File: config.mk
export PLATFORM = sky130hd
export DESIGN_NAME = mem_bank_sizer
export DESIGN_NICKNAME = d
export VERILOG_FILES = /design/src/rtl/mbs_pkg.sv /design/src/rtl/mbs_slot_table.sv /design/src/rtl/mbs_socket_cfg.sv /design/src/rtl/mbs_hit_decode.sv /design/src/rtl/mem_bank_sizer.sv
export SDC_FILE = /design/constraint.sdc
export NUM_CORES = 1
export LEC_CHECK = 0
export BUFFER_PORTS_ARGS = -buffer_cell sky130_fd_sc_hd__buf_4
export CAP_MARGIN = 20
export CORE_ASPECT_RATIO = 0.7
export CORE_MARGIN = 8
export CORE_UTILIZATION = 55
export CTS_CLUSTER_DIAMETER = 80
export DETAILED_ROUTE_END_ITERATION = 10
export GPL_TIMING_DRIVEN = 0
export PLACE_DENSITY = 0.85
export SKIP_LAST_GASP = 1
export SYNTH_ARGS = -nofsm -noshare
export SYNTH_HDL_FRONTEND = slang
export SYNTH_SLANG_ARGS = --single-unit
File: constraint.sdc
create_clock -name clk -period 5.9 [get_ports clk]
set_clock_uncertainty 0.1 [all_clocks]
set_input_delay 1.18 -clock clk [delete_from_list [all_inputs] [get_ports clk]]
set_output_delay 1.18 -clock clk [all_outputs]
set_load 0.005 [all_outputs]
File: src/rtl/mbs_pkg.sv
package mbs_pkg;

  typedef enum logic [1:0] {
    MOD_NONE  = 2'b00,
    MOD_SMALL = 2'b01,
    MOD_LARGE = 2'b10,
    MOD_RSVD  = 2'b11
  } mod_kind_e;

  function automatic logic kind_present(input logic [1:0] k);
    return (k == MOD_SMALL) || (k == MOD_LARGE);
  endfunction

  function automatic logic kind_large(input logic [1:0] k);
    return k == MOD_LARGE;
  endfunction

  // module size in 8 MB units
  function automatic logic [2:0] kind_units(input logic [1:0] k);
    case (k)
      MOD_SMALL: return 3'd1;
      MOD_LARGE: return 3'd4;
      default:   return 3'd0;
    endcase
  endfunction

endpackage

File: src/rtl/mbs_slot_table.sv
module mbs_slot_table #(
  parameter int IDX_W = 3,
  parameter int END_W = 5
) (
  input  logic             clk,
  input  logic             rst,
  input  logic             wr_en,
  input  logic [IDX_W-1:0] wr_idx,
  input  logic [END_W-1:0] wr_end,
  input  logic             ptr_clr,
  input  logic             ptr_step,
  output logic [END_W-1:0] ptr_end,
  output logic [END_W-1:0] start_end
);
  localparam int SLOTS = 1 << IDX_W;

  logic [END_W-1:0] slots [SLOTS];
  logic [IDX_W-1:0] ptr;

  always_ff @(posedge clk) begin
    if (rst) begin
      for (int i = 0; i < SLOTS; i++) slots[i] <= '0;
    end else if (wr_en) begin
      slots[wr_idx] <= wr_end;
    end
  end

  always_ff @(posedge clk) begin
    if (rst)           ptr <= '0;
    else if (ptr_clr)  ptr <= '0;
    else if (ptr_step) ptr <= ptr + 1'b1;
  end

  assign ptr_end   = slots[ptr];
  assign start_end = (wr_idx > IDX_W'(1)) ? slots[wr_idx - 1'b1] : '0;

  assert_ptr_clear_R3: assert property (@(posedge clk) disable iff (rst)
    ptr_clr |=> ptr == '0)
    else $error("read pointer not cleared");

  assert_ptr_step_R4: assert property (@(posedge clk) disable iff (rst)
    (ptr_step && !ptr_clr) |=> ptr == IDX_W'($past(ptr) + 1'b1))
    else $error("read pointer did not advance");

  assert_ptr_hold_R9: assert property (@(posedge clk) disable iff (rst)
    (!ptr_step && !ptr_clr) |=> $stable(ptr))
    else $error("read pointer moved without a size read");

endmodule

File: src/rtl/mbs_socket_cfg.sv
module mbs_socket_cfg
  import mbs_pkg::*;
#(
  parameter int SOCKETS = 6,
  parameter int IDX_W   = 3,
  parameter int END_W   = 5
) (
  input  logic                     clk,
  input  logic                     rst,
  input  logic                     wr_en,
  input  logic [IDX_W-1:0]         wr_idx,
  input  logic [END_W-1:0]         wr_end,
  input  logic [END_W-1:0]         start_end,
  input  logic [2*SOCKETS-1:0]     kinds,
  output logic [SOCKETS*END_W-1:0] base,
  output logic [SOCKETS-1:0]       en
);

  for (genvar s = 0; s < SOCKETS; s++) begin : g_sock
    logic sel;
    assign sel = wr_en && (wr_idx == IDX_W'(s + 1)) && kind_present(kinds[2*s +: 2]);

    always_ff @(posedge clk) begin
      if (rst) begin
        base[s*END_W +: END_W] <= '0;
        en[s]                  <= 1'b0;
      end else if (sel) begin
        base[s*END_W +: END_W] <= start_end;
        en[s]                  <= (wr_end != start_end);
      end
    end

    assert_empty_off_R7: assert property (@(posedge clk) disable iff (rst)
      !kind_present(kinds[2*s +: 2]) |=> !en[s])
      else $error("empty socket enabled");
  end

  assert_edge_slot_R7: assert property (@(posedge clk) disable iff (rst)
    (wr_en && (wr_idx == '0 || wr_idx == '1)) |=> ($stable(en) && $stable(base)))
    else $error("edge slot write reconfigured a socket");

  assert_idle_stable_R9: assert property (@(posedge clk) disable iff (rst)
    !wr_en |=> ($stable(en) && $stable(base)))
    else $error("socket config changed without a write");

endmodule

File: src/rtl/mbs_hit_decode.sv
module mbs_hit_decode
  import mbs_pkg::*;
#(
  parameter int SOCKETS    = 6,
  parameter int END_W      = 5,
  parameter int ADDR_W     = 28,
  parameter int UNIT_SHIFT = 23,
  parameter int SOCK_W     = 3
) (
  input  logic                     clk,
  input  logic                     rst,
  input  logic [ADDR_W-1:0]        addr,
  input  logic [2*SOCKETS-1:0]     kinds,
  input  logic [SOCKETS*END_W-1:0] base,
  input  logic [SOCKETS-1:0]       en,
  output logic                     hit,
  output logic [SOCK_W-1:0]        hit_sock
);
  localparam int UW = ADDR_W - UNIT_SHIFT;
  localparam int CW = ((UW > END_W) ? UW : END_W) + 2;

  logic [CW-1:0]       unit;
  logic [SOCKETS-1:0]  in_bank;
  logic                any_c;
  logic [SOCK_W-1:0]   sel_c;

  assign unit = CW'(addr[ADDR_W-1:UNIT_SHIFT]);

  for (genvar s = 0; s < SOCKETS; s++) begin : g_cmp
    logic [CW-1:0] lo, hi;
    assign lo = CW'(base[s*END_W +: END_W]);
    assign hi = lo + CW'(kind_units(kinds[2*s +: 2]));
    assign in_bank[s] = en[s] && (unit >= lo) && (unit < hi);
  end

  always_comb begin
    any_c = 1'b0;
    sel_c = '0;
    for (int s = 0; s < SOCKETS; s++) begin
      if (in_bank[s]) begin
        any_c = 1'b1;
        sel_c = SOCK_W'(s);
      end
    end
  end

  always_ff @(posedge clk) begin
    if (rst) begin
      hit      <= 1'b0;
      hit_sock <= '0;
    end else begin
      hit      <= any_c;
      hit_sock <= sel_c;
    end
  end

  assert_hit_enabled_R11: assert property (@(posedge clk) disable iff (rst)
    hit |-> $past(en[hit_sock]))
    else $error("hit reported on a disabled bank");

  assert_no_bank_R11: assert property (@(posedge clk) disable iff (rst)
    (en == '0) |=> !hit)
    else $error("hit with every bank disabled");

endmodule

File: src/rtl/mem_bank_sizer.sv
module mem_bank_sizer
  import mbs_pkg::*;
#(
  parameter int SOCKETS    = 6,
  parameter int IDX_W      = 3,
  parameter int END_W      = 5,
  parameter int IO_ADDR_W  = 12,
  parameter int ADDR_W     = 28,
  parameter int UNIT_SHIFT = 23,
  parameter logic [11:0] PORT_ID     = 12'h803,
  parameter logic [11:0] PORT_PRES   = 12'h804,
  parameter logic [11:0] PORT_SIZE   = 12'h820,
  parameter logic [11:0] PORT_PARITY = 12'h841,
  parameter logic [7:0]  PARITY_OK   = 8'h01,
  localparam int SOCK_W = (SOCKETS > 1) ? $clog2(SOCKETS) : 1
) (
  input  logic                     clk,
  input  logic                     rst,
  input  logic [IO_ADDR_W-1:0]     io_addr,
  input  logic                     io_rd,
  input  logic                     io_wr,
  input  logic [7:0]               io_wdata,
  output logic [7:0]               io_rdata,
  input  logic [2*SOCKETS-1:0]     socket_kind,
  input  logic [ADDR_W-1:0]        lookup_addr,
  output logic [SOCKETS*END_W-1:0] bank_base,
  output logic [SOCKETS-1:0]       bank_en,
  output logic                     hit_valid,
  output logic [SOCK_W-1:0]        hit_socket
);

  logic is_id, is_pres, is_size, is_par;
  logic size_wr;
  logic [IDX_W-1:0] wr_idx;
  logic [END_W-1:0] wr_end, ptr_end, start_end;
  logic [7:0] id_bits, pres_bits, rd_mux;

  assign is_id   = io_addr == IO_ADDR_W'(PORT_ID);
  assign is_pres = io_addr == IO_ADDR_W'(PORT_PRES);
  assign is_size = io_addr == IO_ADDR_W'(PORT_SIZE);
  assign is_par  = io_addr == IO_ADDR_W'(PORT_PARITY);

  assign size_wr = io_wr && is_size;
  assign wr_idx  = io_wdata[7 -: IDX_W];
  assign wr_end  = io_wdata[END_W-1:0];

  always_comb begin
    id_bits   = '0;
    pres_bits = '1;
    for (int s = 0; s < SOCKETS; s++) begin
      if (kind_large(socket_kind[2*s +: 2]))   id_bits[s]   = 1'b1;
      if (kind_present(socket_kind[2*s +: 2])) pres_bits[s] = 1'b0;
    end
  end

  always_comb begin
    if (is_id)        rd_mux = id_bits;
    else if (is_pres) rd_mux = pres_bits;
    else if (is_size) rd_mux = 8'(ptr_end);
    else if (is_par)  rd_mux = PARITY_OK;
    else              rd_mux = 8'h00;
  end

  always_ff @(posedge clk) begin
    if (rst)        io_rdata <= '0;
    else if (io_rd) io_rdata <= rd_mux;
  end

  mbs_slot_table #(.IDX_W(IDX_W), .END_W(END_W)) u_slots (
    .clk       (clk),
    .rst       (rst),
    .wr_en     (size_wr),
    .wr_idx    (wr_idx),
    .wr_end    (wr_end),
    .ptr_clr   (io_rd && is_pres),
    .ptr_step  (io_rd && is_size),
    .ptr_end   (ptr_end),
    .start_end (start_end)
  );

  mbs_socket_cfg #(.SOCKETS(SOCKETS), .IDX_W(IDX_W), .END_W(END_W)) u_cfg (
    .clk       (clk),
    .rst       (rst),
    .wr_en     (size_wr),
    .wr_idx    (wr_idx),
    .wr_end    (wr_end),
    .start_end (start_end),
    .kinds     (socket_kind),
    .base      (bank_base),
    .en        (bank_en)
  );

  mbs_hit_decode #(
    .SOCKETS(SOCKETS), .END_W(END_W), .ADDR_W(ADDR_W),
    .UNIT_SHIFT(UNIT_SHIFT), .SOCK_W(SOCK_W)
  ) u_hit (
    .clk      (clk),
    .rst      (rst),
    .addr     (lookup_addr),
    .kinds    (socket_kind),
    .base     (bank_base),
    .en       (bank_en),
    .hit      (hit_valid),
    .hit_sock (hit_socket)
  );

  assert_parity_const_R8: assert property (@(posedge clk) disable iff (rst)
    (io_rd && is_par) |=> io_rdata == PARITY_OK)
    else $error("parity status not constant");

  assert_unmapped_zero_R9: assert property (@(posedge clk) disable iff (rst)
    (io_rd && !is_id && !is_pres && !is_size && !is_par) |=> io_rdata == 8'h00)
    else $error("unmapped read returned data");

  assert_size_read_upper_R4: assert property (@(posedge clk) disable iff (rst)
    (io_rd && is_size) |=> io_rdata[7:END_W] == '0)
    else $error("size read upper bits set");

  assert_rdata_hold_R10: assert property (@(posedge clk) disable iff (rst)
    !io_rd |=> $stable(io_rdata))
    else $error("read data changed without a read");

endmodule

==> out/metrics.yaml <==
setup_viol: 0
yosysWarnings: 0
power_leakage_nw: 3.06
grt_pass1_wl_mm: 28.1
synth_top_area_share_pct: 18.8
pwr-share-seq_pct: 44.7
grt_use_total_pct: 23.8
cts_tree: "built"
coreArea_sq_mm: 0.0115
synth-xor-area-share_pct: 3.53
synthSimpleGateAreaFrac_pct: 16.5
period_needed_ps: 4130
drt-vias-per-instance: 5.93
grt_pass1_vias: 5374
drive_gt1_share_pct: 22.4
htree_levels: 3
syn_nets: 754
clockBufferDepth: 2
fmax_mhz: 242
areaGrowthSynthToFinish_pct: 18.5
powerDensity_mw_per_mm2: 207
clkLatencyLatePin_ps: 350
internal_power_mw: 1.16
antenna_found_initial: 0
fp-row-count: 33
syn_inst: 600
die_x_microns: 145
status: "finished, final reports clean"
relSlewSlack_pct: 35.9
ant_nets: 0
layout_setup_ws_ps: 1770
synth_edf_count: 40
rsz0062_at_grt: "false"
routabilityCongestion: 0.913
p_sw_share_pct: 25.8
first_pass_iters: 5
fin_util_pct: 65.6
hold_viol_final: 0
crit_fanout: 10
finalMaxSlewViolations: 0
power_frac_comb_pct: 14.2
fp.dieArea_sq_mm: 0.0154
clk_pin_slew_worst_paths_ps: 70
port_buffers: 87
synthArstFlopShare_pct: 0
critPathLaunchType: "input pin"
cts_made_buffers: 9
maxCapViolCount: 0
netlist_area_sq_mm: 0.00638
cts-hold-fix-buffers: 0
nNetsFinal: 853
drcViolationCount: 0
place_ws_ps: 1470
slowest_stage: "nor2_1"
avgSynthCellArea_sq_um: 10.6
post-cts-setup-buffer-count: 0
ys_types: 59
wirelength_mm: 17.8
synth_seq_cells: 93
grt_max_degree: 18
endpoint_kind: "flip-flop"
ios: 112
path_class: "input pin to flip-flop"
yosys-top-cells-area: "edfxtp_1, ha_1, dfxtp_1"
synth_flop_cell: "dfxtp_1"
worstPathCellList: "buf_4 > buf_6 > buf_8 > inv_1 > ha_1 > clkbuf_8 > mux4_2 > mux2i_1 > nor2_1 > xnor2_1 > nand2_1 > nor4_4 > a211oi_1"
vias: 5105
hp-class: "flip-flop to flip-flop"
dieHeight_microns: 106
antenna_cells: 0
wl_per_cell_microns: 20.6
dp_hpwl_mm: 14.0
synth.cells.most_frequent: "ha_1, nor2_1, dfxtp_1"
initial_core_util_pct: 55.4
synth_compound_area_share_pct: 9.55
peakVddDrop_v: 0.000184
fin_setup_tns_ps: 0
synthAdderAreaFrac_pct: 17.7
stdcell_area_sq_mm: 0.00756
synth_top_family_by_area: "adder cells"
cp_data_arrival_time_ps: 4230
cp_slowest_stage_delay_ps: 740
root_buffer: "clkbuf_16"
critPathRequiredTime_ps: 6010
synth-seq-area-share_pct: 35.5
synth.most_common_cell: "ha_1"
drtIter0Drc: 514
clkPwrFrac_pct: 41.1
yosysTopAreaCell: "edfxtp_1"
fin_crit_sh_pct: 70.0
synth_mux_area_share_pct: 12.7
overflow: 0
switchingPower_uw: 403
rrSetupSlack_ps: 3170
cts_resized: 0
postPlaceCellArea_sq_mm: 0.00723
cts_num_sinks: 93
worst_slew_pin_slew_ps: 958
-- through the flow --
step,total power [mW],hold WS [ps],std cells
after CTS,1.56,414,860
after global placement,0.918,390,844
after detailed placement,0.930,403,844
after global routing,1.60,434,861
after floorplan,0.833,375,600
final,1.56,420,861
-- power by group through the flow --
| stage | clock, mW | sequential [mW] | combinational (mW) |
|---|---|---|---|
| after floorplan | 0 | 0.705 | 0.129 |
| after global placement | 0 | 0.709 | 0.208 |
| after detailed placement | 0 | 0.711 | 0.219 |
| after CTS | 0.643 | 0.696 | 0.220 |
| after global routing | 0.665 | 0.698 | 0.240 |
| final | 0.641 | 0.697 | 0.222 |
-- worst max-delay path: cells and delay by family --
kind	cells	cell delay, ps
AO/OA/AOI/OAI	1	170
XOR/XNOR	1	190
adder cells (fa/ha/maj)	1	310
buffers and inverters	5	690
multiplexers	2	290
AND/OR/NAND/NOR	3	1400
-- sequential cells by signal, indices dropped and copies added (netlist names), named ones only --
name            flops
u_cfg.en            6
u_slots.ptr         3
u_hit.hit_sock      3
u_cfg.base         30
u_slots.slots      40
u_hit.hit           1
io_rdata            7
-- cell families (layout without fill, tap and decap cells) --
logic type / count (synthesis) / count (layout)
compound gates: 93 / 93
fa+ha+maj: 90 / 90
xor+xnor: 24 / 24
flops: 93 / 93
simple gates: 182 / 182
mux: 55 / 55
buf+inv: 63 / 167
-- worst paths after layout --
| kind | start | end | cells past startpoint |
|---|---|---|---|
| worst max-delay path | io_wdata[5] | u_cfg.en[3] | 13 |
| worst min register to register | io_rdata[5] | io_rdata[5] | 2 |
| worst max register to register | u_cfg.base[10] | u_hit.hit | 11 |
| worst min-delay path | io_rdata[5] | io_rdata[5] | 2 |
-- placed cells by master, fill, tap and decap left out, drive strengths merged, types with 7 or more instances in the layout --
cell type	n
nor3	10
o21ai	12
nand2b	11
ha	90
dfxtp	53
nor3b	10
a31oi	7
inv	51
buf	91
xnor2	20
nor2	64
and2	43
edfxtp	40
a211oi	13
mux2i	30
nand2	17
mux4	20
a21oi	30
clkbuf	22
or2	8
-- final cells by class --
class / instances / area, sq um
buffer: 16 / 114
clock buffer: 9 / 225
clock inverter: 7 / 101
fill: 851 / 3960
inverter: 47 / 176
multi-input combinational: 444 / 3830
sequential: 93 / 2260
tap: 157 / 196
timing repair buffer: 88 / 658
-- routing by layer --
layer,wire (microns),GRT usage (%),vias up,share of wire [%]
met5,0,0,-,0
met4,407,9.03,0,2.3
met3,1660,6.22,35,9.4
met2,8290,38.2,249,47
met1,7410,30.2,2455,42
li1,-,-,2366,-
(Power assumes the default switching activity.)
